**config.mk**
```make
export PLATFORM = sky130hd
export DESIGN_NAME = drift_time_counter
export DESIGN_NICKNAME = d
export VERILOG_FILES = /design/src/rtl/tsc_pkg.sv /design/src/rtl/tsc_regif.sv /design/src/rtl/tsc_drift.sv /design/src/rtl/tsc_clock.sv /design/src/rtl/drift_time_counter.sv
export SDC_FILE = /design/constraint.sdc
export NUM_CORES = 1
export LEC_CHECK = 0
export CORE_UTILIZATION = 53
export CTS_BUF_LIST = sky130_fd_sc_hd__clkbuf_2 sky130_fd_sc_hd__clkbuf_4 sky130_fd_sc_hd__clkbuf_8
export CTS_CLUSTER_SIZE = 16
export DETAILED_ROUTE_END_ITERATION = 12
export GPL_TIMING_DRIVEN = 1
export PLACE_DENSITY = 0.82
export SLEW_MARGIN = 20
export SYNTH_ARGS = -nofsm -noshare
export SYNTH_HDL_FRONTEND = slang
export SYNTH_SLANG_ARGS = --single-unit
```
**constraint.sdc**
```tcl
create_clock -name clk -period 11.7 [get_ports clk]
set_input_delay 2.34 -clock clk [delete_from_list [all_inputs] [get_ports clk]]
set_output_delay 2.34 -clock clk [all_outputs]
set_load 0.01 [all_outputs]
```
**src/rtl/tsc_pkg.sv**
```systemverilog
package tsc_pkg;
  localparam int REG_DW     = 32;
  localparam int ADDR_W     = 3;
  localparam int IVL_W      = 28;
  localparam int AMT_W      = 3;
  localparam int QUANTA_LG2 = 4;

  typedef enum logic [ADDR_W-1:0] {
    A_CTRL      = 3'd0,
    A_LOAD_LO   = 3'd1,
    A_LOAD_HI   = 3'd2,
    A_TIME_LO   = 3'd3,
    A_TIME_HI   = 3'd4,
    A_DRIFT_RST = 3'd5,
    A_DRIFT_CFG = 3'd6
  } reg_addr_e;

  localparam logic [REG_DW-1:0] CMD_PAUSE  = 32'd2;
  localparam logic [REG_DW-1:0] CMD_RESUME = 32'd4;

  typedef struct packed {
    logic             add;
    logic [AMT_W-1:0] amt;
    logic [IVL_W-1:0] ivl;
  } drift_cfg_t;
endpackage

```
**src/rtl/tsc_regif.sv**
```systemverilog
module tsc_regif
  import tsc_pkg::*;
#(
  parameter int TIME_W = 2 * REG_DW
)(
  input  logic              clk,
  input  logic              rst_n,
  input  logic              wr_en,
  input  logic              rd_en,
  input  logic [ADDR_W-1:0] addr,
  input  logic [REG_DW-1:0] wdata,
  input  logic              running,
  input  logic [TIME_W-1:0] time_now,
  output logic              pause_req,
  output logic              resume_req,
  output logic              load_lo,
  output logic              load_hi,
  output logic              drift_rst,
  output drift_cfg_t        drift_cfg,
  output logic [REG_DW-1:0] rdata,
  output logic              rvalid
);
  localparam int HI_W = TIME_W - REG_DW;

  reg_addr_e         a;
  logic              drst_q;
  drift_cfg_t        cfg_q;
  logic [HI_W-1:0]   shadow_q;
  logic [REG_DW-1:0] rd_word, rdata_q;
  logic              rvalid_q;

  assign a          = reg_addr_e'(addr);
  assign pause_req  = wr_en && (a == A_CTRL) && (wdata == CMD_PAUSE);
  assign resume_req = wr_en && (a == A_CTRL) && (wdata == CMD_RESUME);
  assign load_lo    = wr_en && (a == A_LOAD_LO);
  assign load_hi    = wr_en && (a == A_LOAD_HI);

  // drift control: config is only writable while the drift unit is held
  always_ff @(posedge clk) begin
    if (!rst_n) begin
      drst_q <= 1'b0;
      cfg_q  <= '0;
    end else if (wr_en) begin
      if (a == A_DRIFT_RST) drst_q <= wdata[0];
      if (a == A_DRIFT_CFG && drst_q) cfg_q <= drift_cfg_t'(wdata);
    end
  end

  always_comb begin
    case (a)
      A_CTRL:      rd_word = REG_DW'(running);
      A_TIME_LO:   rd_word = time_now[REG_DW-1:0];
      A_TIME_HI:   rd_word = REG_DW'(shadow_q);
      A_DRIFT_RST: rd_word = REG_DW'(drst_q);
      A_DRIFT_CFG: rd_word = cfg_q;
      default:     rd_word = '0;
    endcase
  end

  // read path: registered response, low-word read captures the high word
  always_ff @(posedge clk) begin
    if (!rst_n) begin
      rvalid_q <= 1'b0;
      rdata_q  <= '0;
      shadow_q <= '0;
    end else begin
      rvalid_q <= rd_en;
      if (rd_en) rdata_q <= rd_word;
      if (rd_en && a == A_TIME_LO) shadow_q <= time_now[TIME_W-1:REG_DW];
    end
  end

  assign drift_rst = drst_q;
  assign drift_cfg = cfg_q;
  assign rdata     = rdata_q;
  assign rvalid    = rvalid_q;
endmodule

```
**src/rtl/tsc_drift.sv**
```systemverilog
module tsc_drift
  import tsc_pkg::*;
#(
  parameter int STEP_NS = 4,
  parameter int TIME_W  = 2 * REG_DW
)(
  input  logic              clk,
  input  logic              rst_n,
  input  logic              running,
  input  logic              drift_rst,
  input  drift_cfg_t        cfg,
  output logic              fire,
  output logic [TIME_W-1:0] delta
);
  localparam int ACC_W  = IVL_W + QUANTA_LG2 + 1;
  localparam int HALF_Q = 1 << (QUANTA_LG2 - 1);

  logic [ACC_W-1:0]  acc_q, acc_next, target;
  logic              expire;
  logic [TIME_W-1:0] step_v, amt_v;

  // interval in ns: quanta * 16 + 8
  assign target   = (ACC_W'(cfg.ivl) << QUANTA_LG2) + ACC_W'(HALF_Q);
  assign acc_next = acc_q + ACC_W'(STEP_NS);
  assign expire   = running && !drift_rst && (acc_next >= target);
  assign fire     = expire && (cfg.amt != '0);

  always_ff @(posedge clk) begin
    if (!rst_n || drift_rst) acc_q <= '0;
    else if (running)        acc_q <= expire ? '0 : acc_next;
  end

  assign step_v = TIME_W'(STEP_NS);
  assign amt_v  = TIME_W'(cfg.amt);

  always_comb begin
    if (!fire)        delta = step_v;
    else if (cfg.add) delta = step_v + amt_v;
    else              delta = step_v - amt_v;
  end
endmodule

```
**src/rtl/tsc_clock.sv**
```systemverilog
module tsc_clock
  import tsc_pkg::*;
#(
  parameter int TIME_W = 2 * REG_DW
)(
  input  logic              clk,
  input  logic              rst_n,
  input  logic              pause_req,
  input  logic              resume_req,
  input  logic              load_lo,
  input  logic              load_hi,
  input  logic [REG_DW-1:0] wdata,
  input  logic [TIME_W-1:0] delta,
  output logic              running,
  output logic [TIME_W-1:0] time_now
);
  logic              run_q;
  logic [TIME_W-1:0] time_q;

  always_ff @(posedge clk) begin
    if (!rst_n) begin
      run_q  <= 1'b1;
      time_q <= '0;
    end else begin
      if (pause_req)       run_q <= 1'b0;
      else if (resume_req) run_q <= 1'b1;

      if (run_q) begin
        time_q <= time_q + delta;
      end else begin
        if (load_lo) time_q[REG_DW-1:0]      <= wdata;
        if (load_hi) time_q[TIME_W-1:REG_DW] <= wdata;
      end
    end
  end

  assign running  = run_q;
  assign time_now = time_q;
endmodule

```
**src/rtl/drift_time_counter.sv**
```systemverilog
module drift_time_counter
  import tsc_pkg::*;
#(
  parameter int STEP_NS = 4
)(
  input  logic              clk,
  input  logic              rst_n,
  input  logic              wr_en,
  input  logic              rd_en,
  input  logic [ADDR_W-1:0] addr,
  input  logic [REG_DW-1:0] wdata,
  output logic [REG_DW-1:0] rdata,
  output logic              rvalid
);
  localparam int TIME_W = 2 * REG_DW;

  logic              pause_req, resume_req, load_lo, load_hi;
  logic              drift_rst, running, fire;
  drift_cfg_t        cfg;
  logic [TIME_W-1:0] time_now, delta;

  tsc_regif #(.TIME_W(TIME_W)) u_regif (
    .clk(clk), .rst_n(rst_n), .wr_en(wr_en), .rd_en(rd_en),
    .addr(addr), .wdata(wdata), .running(running), .time_now(time_now),
    .pause_req(pause_req), .resume_req(resume_req),
    .load_lo(load_lo), .load_hi(load_hi),
    .drift_rst(drift_rst), .drift_cfg(cfg),
    .rdata(rdata), .rvalid(rvalid)
  );

  tsc_drift #(.STEP_NS(STEP_NS), .TIME_W(TIME_W)) u_drift (
    .clk(clk), .rst_n(rst_n), .running(running), .drift_rst(drift_rst),
    .cfg(cfg), .fire(fire), .delta(delta)
  );

  tsc_clock #(.TIME_W(TIME_W)) u_clock (
    .clk(clk), .rst_n(rst_n), .pause_req(pause_req), .resume_req(resume_req),
    .load_lo(load_lo), .load_hi(load_hi), .wdata(wdata), .delta(delta),
    .running(running), .time_now(time_now)
  );
endmodule

```
==> flow_summary.toml, run 1 <==
[worst_hold_path]
hold_path_class = "reg -> reg"
min_path_cells = 2

[synth]
synth_cell_types = 72
ys_seq_elements = 194
async_reset_ff_share_pct = 0
syn-cell-area_sq_mm = 0.01346
syn_nets = 1917
synth_compound_area_share_pct = 22.28
postSynthCellCount = 1782
synth_fa_ha_area_share_pct = 8.977
synth_xor_area_share_pct = 6.765
synth_seq_area_share_pct = 28.84
yosys_warnings = 0
synth_flop_cell = "dfxtp_1"
synthMuxAreaShare_pct = 7.239
synth_top_family_by_area = "compound AO/OA/AOI/OAI gates"
synth_edf_count = 0
yosys.area_share.simple_pct = 21.24
syn_area_per_cell_sq_um = 7.556

[clock_network]
numClockSinks = 194
clk_path_buf_depth = 2
insertion_delay_ps = 500
tritoncts = "done"
cts_made_buffers = 17
cts_setup_buffers = 0
cts_repair_resize_count = 0
root_buffer = "clkbuf_8"
cts.clk_slew.worst_paths_ps = 120
cts-htree-levels = 4
hold_buffers = 0

[route]
drtAntennaViolNets = 0
dr.pass1.iters = 6
vias = 13350
drc = 0
drt_iter0_markers = 1488
postRouteWirelength_um = 43830
vias_per_cell = 6.314
avgRoutedWirePerCell_um = 20.74

[setup_path]
worstPathRequired_ps = 12120
r2r_end = "u_clock.time_now[49]"
worstPathArrival_ps = 8610
path_max_fanout = 59
reg2regPathDepth = 26
r2r_slack_ps = 3510
r2r_start = "u_drift.acc_q[4]"
timing_worst_setup_path_type = "reg -> reg"
end_kind = "flip-flop"
cp-endpoint = "u_clock.time_now[49]"
start_kind = "flip-flop"
crit_start = "u_drift.acc_q[4]"

[sta]
finalHoldViolCount = 0
final_max_slew_viol_count = 0
worstMarginPinSlew_ps = 1169
slew_headroom_pct = 22.05
clock_skew_ps = 27.05
rsz0062_at_grt = "false"
fin_crit_ps = 8192
period_share_pct = 70.01
fin_tns_setup_ps = 0
final-setup-viol-count = 0
fmax_mhz = 122.1

[pwr]
power_density_mw_per_mm2 = 87.46
p_int_w = 0.0008773
irDropWorstVdd_uv = 72.71
combPwrFrac_pct = 12.7
leakagePower_nw = 5.570
clkPwrFrac_pct = 34.8
p_sw_w = 0.0004060
p_sw_share_pct = 31.64
pwr-share-seq_pct = 52.5
finalPower_w = 0.001283

[flow_run]
cap_violations = 0

[floorplanning]
die_area_sq_mm = 0.02605
die_x_um = 161.4
core_sq_mm = 0.02460
die_height_um = 161.4
pin_count = 72
start_util_pct = 54.72
rows = 57

[placed_design]
placed_cell_area_sq_mm = 0.01429
dp.cells = 2082
portBuffers = 71
routabilityCongestion = 0.9878
hpwl_um = 32200

[global_routing]
grt_pass1_wl_um = 67880
grt_pass1_vias = 12240
antenna_found_initial = 0
grt_overflow_total = 0
grt_usage_pct = 33.61
grt_max_degree = 84

[finish]
area_growth_pct = 8.968
finish.utilization_pct = 59.63
finish.instance_area_sq_mm = 0.01467
instances_no_fill = 2114
layout.nets = 1912
drive_gt1_share_pct = 4.807

[outcome]
status = "completed"
==> power by group through the flow <==
stage | Sequential (W) | Clock (W) | Combinational [W]
floorplan | 0.000687 | 0 | 0.000104
global placement | 0.000688 | 0 | 0.000157
detailed placement | 0.000688 | 0 | 0.000159
CTS | 0.000673 | 0.000448 | 0.000161
global route | 0.000675 | 0.000474 | 0.000175
finish | 0.000674 | 0.000447 | 0.000163
==> kinds of logic after synthesis <==
| group | Yosys count |
|---|---|
| flip-flops | 194 |
| XOR/XNOR | 104 |
| multiplexers | 96 |
| adder cells (fa/ha/maj) | 96 |
| buffers and inverters | 166 |
| AO/OA/AOI/OAI | 487 |
| AND/OR/NAND/NOR | 639 |
==> placed cells by master (no fill, tap or decap), types with 20 or more instances in the layout <==
cell type        count
nand4_1             27
o21ai_0             56
nor3_1              20
nand3_1             40
dfxtp_1            193
mux2i_1             85
ha_1                95
xnor2_1             54
a211oi_1            47
nand2_1            215
xor2_1              50
a21oi_1            238
clkdlybuf4s50_1     70
nor2_1             224
a21o_1              41
inv_1               56
and3_1              23
==> synthesized netlist by cell type, types with 41 or more instances <==
| cell type | instances | share of area (%) |
|---|---|---|
| xor2_1 | 50 | 3.3 |
| dfxtp_1 | 194 | 29 |
| a211oi_1 | 47 | 2.6 |
| mux2i_1 | 85 | 6.3 |
| nand2_1 | 216 | 6.0 |
| inv_1 | 57 | 1.6 |
| nor2_1 | 227 | 6.3 |
| xnor2_1 | 54 | 3.5 |
| a21oi_1 | 238 | 8.8 |
| o21ai_0 | 56 | 2.1 |
| a21o_1 | 41 | 2.3 |
| clkbuf_1 | 89 | 2.5 |
| ha_1 | 95 | 8.8 |
==> sequential cells by signal, summed over array words and instances (netlist names) <==
name and count:
u_clock.time_now 64, u_regif.rdata 32, u_regif.drift_rst 1, u_regif.rvalid 1
u_regif.shadow_q 32, u_drift.acc_q 31, u_clock.running 1, u_regif.drift_cfg 32
==> layer usage <==
metal / track usage [%] / part of all wire [%] / vias up
met5: 0 / 0 / -
met4: 16.85 / 5.2 / 0
met3: 6.446 / 8.6 / 114
met2: 51.14 / 42 / 627
met1: 45.29 / 44 / 6311
li1: - / - / 6296
==> how the worst min path moves through the flow <==
stage | start | end | slack [ps]
global placement | u_regif.shadow_q[28] | u_regif.shadow_q[28] | 440
global route | u_regif.shadow_q[30] | u_regif.shadow_q[30] | 480
finish | u_regif.shadow_q[31] | u_regif.shadow_q[31] | 460
CTS | u_regif.shadow_q[30] | u_regif.shadow_q[30] | 460
detailed placement | u_regif.shadow_q[23] | u_regif.shadow_q[23] | 450
floorplan | u_regif.shadow_q[0] | u_regif.shadow_q[0] | 430
==> worst max-delay path: stages (launching register included) <==
cell and delay (ps):
dfxtp_1 460, nand3_1 140, or4b_2 720, nor4_2 240, nand3_1 210, nor2_1 290
nand3_1 160, xnor2_1 160, ha_1 290, and3_1 160, nand2_1 70, o211ai_1 180
mux2i_1 130, a21oi_1 640, nand2_1 270, nor2_4 150, buf_4 640, ha_1 460
a21o_1 240, a21o_1 180, a2111o_1 430, o31ai_1 530, and2_1 300, o21ai_0 240
a221oi_1 390, xor2_1 110, a211oi_1 240
==> per-stage QoR <==
| step | setup slack [ps] | hold WS, ps |
|---|---|---|
| 3_5_place_dp | 3713 | 446.1 |
| 2_1_floorplan | 3318 | 433.8 |
| 4_1_cts | 3629 | 461.6 |
| 6_report | 3508 | 459.7 |
| 3_3_place_gp | 3886 | 441.3 |
| 5_1_grt | 2900 | 475.6 |
==> final cells by class <==
| cell class | count | area [sq um] |
|---|---|---|
| Antenna cell | 1 | 2.502 |
| Clock inverter | 14 | 141.4 |
| Tap cell | 324 | 405.4 |
| Multi-Input combinational cell | 1422 | 8981 |
| Inverter | 59 | 224.0 |
| Clock buffer | 17 | 234.0 |
| Timing Repair Buffer | 83 | 795.8 |
| Sequential cell | 194 | 3887 |
| Fill cell | 2270 | 9933 |
(Power assumes the default switching activity.)
==> inputs of run 2 (changes only) <==
Settings changed: PLACE_DENSITY 0.82 to 0.85.
Clock period 11.7 ns to 7.3 ns, I/O delays scaled along.
==> run 2 against run 1 <==
  * Clock power rose by 77%
  * Core utilization rose by 1.4 points
  * Worst hold slack improved by 3.3 ps
  * Register-to-register slack got worse by 3300 ps
  * Non-clock buffer count rose by 21
  * Largest power group unchanged
  * Die area did not move
  * Sequential power rose by 60%
  * Combinational power rose by 73%
  * First-iteration DRC count rose by 2.6%
==> flow_summary.toml, run 2 (synthesized netlist as in run 1, its figures left out) <==
[outcome]
status = "completed"

[pwr]
power_density_mw_per_mm2 = 143.2
clkPwrFrac_pct = 36.7
p_sw_w = 0.0006624
combPwrFrac_pct = 13.1
irDropWorstVdd_uv = 115.4
p_sw_share_pct = 30.78
pwr-share-seq_pct = 50.3
finalPower_w = 0.002152
p_int_w = 0.001490
leakagePower_nw = 5.763

[finish]
final_common_cell = "a21oi_1"
drive_gt1_share_pct = 6.895
instances_no_fill = 2138
mostFrequentLayoutCells = "a21oi_1, nor2_1, nand2_1, dfxtp_1, ha_1"
area_growth_pct = 11.59
largest_reg_flops = 64
layout.nets = 1935
finish.utilization_pct = 61.06

[floorplanning]
die_height_um = 161.4
rows = 57
die_x_um = 161.4
start_util_pct = 54.72
pin_count = 72
core_sq_mm = 0.02460
die_area_sq_mm = 0.02605

[setup_path]
cpPeakStageDelay_ps = 660
worstPathRequired_ps = 7680
start_kind = "flip-flop"
path_max_fanout = 7
end_kind = "flip-flop"
timing_worst_setup_path_type = "reg -> reg"
worstPathArrival_ps = 7440
crit_slowest_cell = "or4b_2"

[clock_network]
insertion_delay_ps = 490
tritoncts = "done"
cts.clk_slew.worst_paths_ps = 120
root_buffer = "clkbuf_8"
cts-htree-levels = 4
clk_path_buf_depth = 2
numClockSinks = 194
hold_buffers = 0
cts_made_buffers = 17

[sta]
final-setup-viol-count = 0
hold_ws_ps = 463.0
period_share_pct = 96.76
finalHoldViolCount = 0
setup_ws_ps = 236.6
clock_skew_ps = 20.67
final_max_slew_viol_count = 0
slew_headroom_pct = 27.95
worstMarginPinSlew_ps = 1074
fmax_mhz = 141.6
fin_crit_ps = 7063

[route]
vias = 13540
drc = 0
avgRoutedWirePerCell_um = 21.22
postRouteWirelength_um = 45360
vias_per_cell = 6.333
drt_iter0_markers = 1527
dr.pass1.iters = 7
drtAntennaViolNets = 0

[placed_design]
hpwl_um = 33010
routabilityCongestion = 1.062
dpl_worst_slack_ps = -158.5
dp.cells = 2093
portBuffers = 71

[global_routing]
grt_pass1_vias = 12610
grt_overflow_total = 0
grt_usage_pct = 34.30
grt_max_degree = 90
grt_pass1_wl_um = 69550
antenna_found_initial = 1

[flow_run]
cap_violations = 0

[worst_hold_path]
hold_path_class = "reg -> reg"
==> run 2: final timing paths <==
kind / from / end / slack (ps) / depth (start not counted)
worst max-delay path: u_drift.acc_q[9] / u_clock.time_now[60] / 240 / 26
worst min-delay path: u_regif.shadow_q[0] / u_regif.shadow_q[0] / 460 / 2
worst max register to register: u_drift.acc_q[9] / u_clock.time_now[60] / 240 / 26
worst min register to register: u_regif.shadow_q[0] / u_regif.shadow_q[0] / 460 / 2
==> run 2: critical path: cells and delay by family, from the launching register on <==
family	cells	cell delay [ps]
muxes	1	270
adders and majority gates	2	640
DFF	1	430
and+or+nand+nor	9	2230
xor gates and xnor gates	1	170
buffers and inverters	2	360
AOI/OAI and AO/OA	11	2850
==> run 2: per-stage QoR <==
step                      setup TNS, ps  cell area, sq um
after floorplan                       0             13470
after global placement                0             14380
after detailed placement         -309.1             14380
after CTS                             0             14840
after global routing             -593.0             15020
final                                 0             15020
==> run 2: cell type report <==
class,instances,area [sq um]
fill,2245,9580
multi-input combinational,1424,9099
sequential,194,3890
timing repair buffer,104,957.2
tap,324,405.4
clock buffer,17,234.0
inverter,59,224.0
clock inverter,15,212.7
antenna,1,2.502
==> run 2: routing by layer <==
layer  routed length (um)  global-route usage (%)  vias up
met5                    0                       0        -
met4                 2078                   15.78        0
met3                 4095                   5.573      117
met2                19990                   54.00      673
met1                19190                   45.89     6417
li1                     -                       -     6333
==> run 2: timing repair <==
item | in CTS | in global routing
setup buffers | 0 | 10
gates resized for setup | 3 | 20
cloned | 1 | 1
setup endpoints to repair | 8 | 34
pin swaps | 1 | 6
==> run 2: power groups by stage <==
stage	combinational, W	clock (W)	sequential (W)
2_1_floorplan	0.000167	0	0.00110
3_3_place_gp	0.000262	0	0.00110
3_5_place_dp	0.000268	0	0.00110
4_1_cts	0.000271	0.000791	0.00108
5_1_grt	0.000298	0.000838	0.00108
6_report	0.000282	0.000789	0.00108
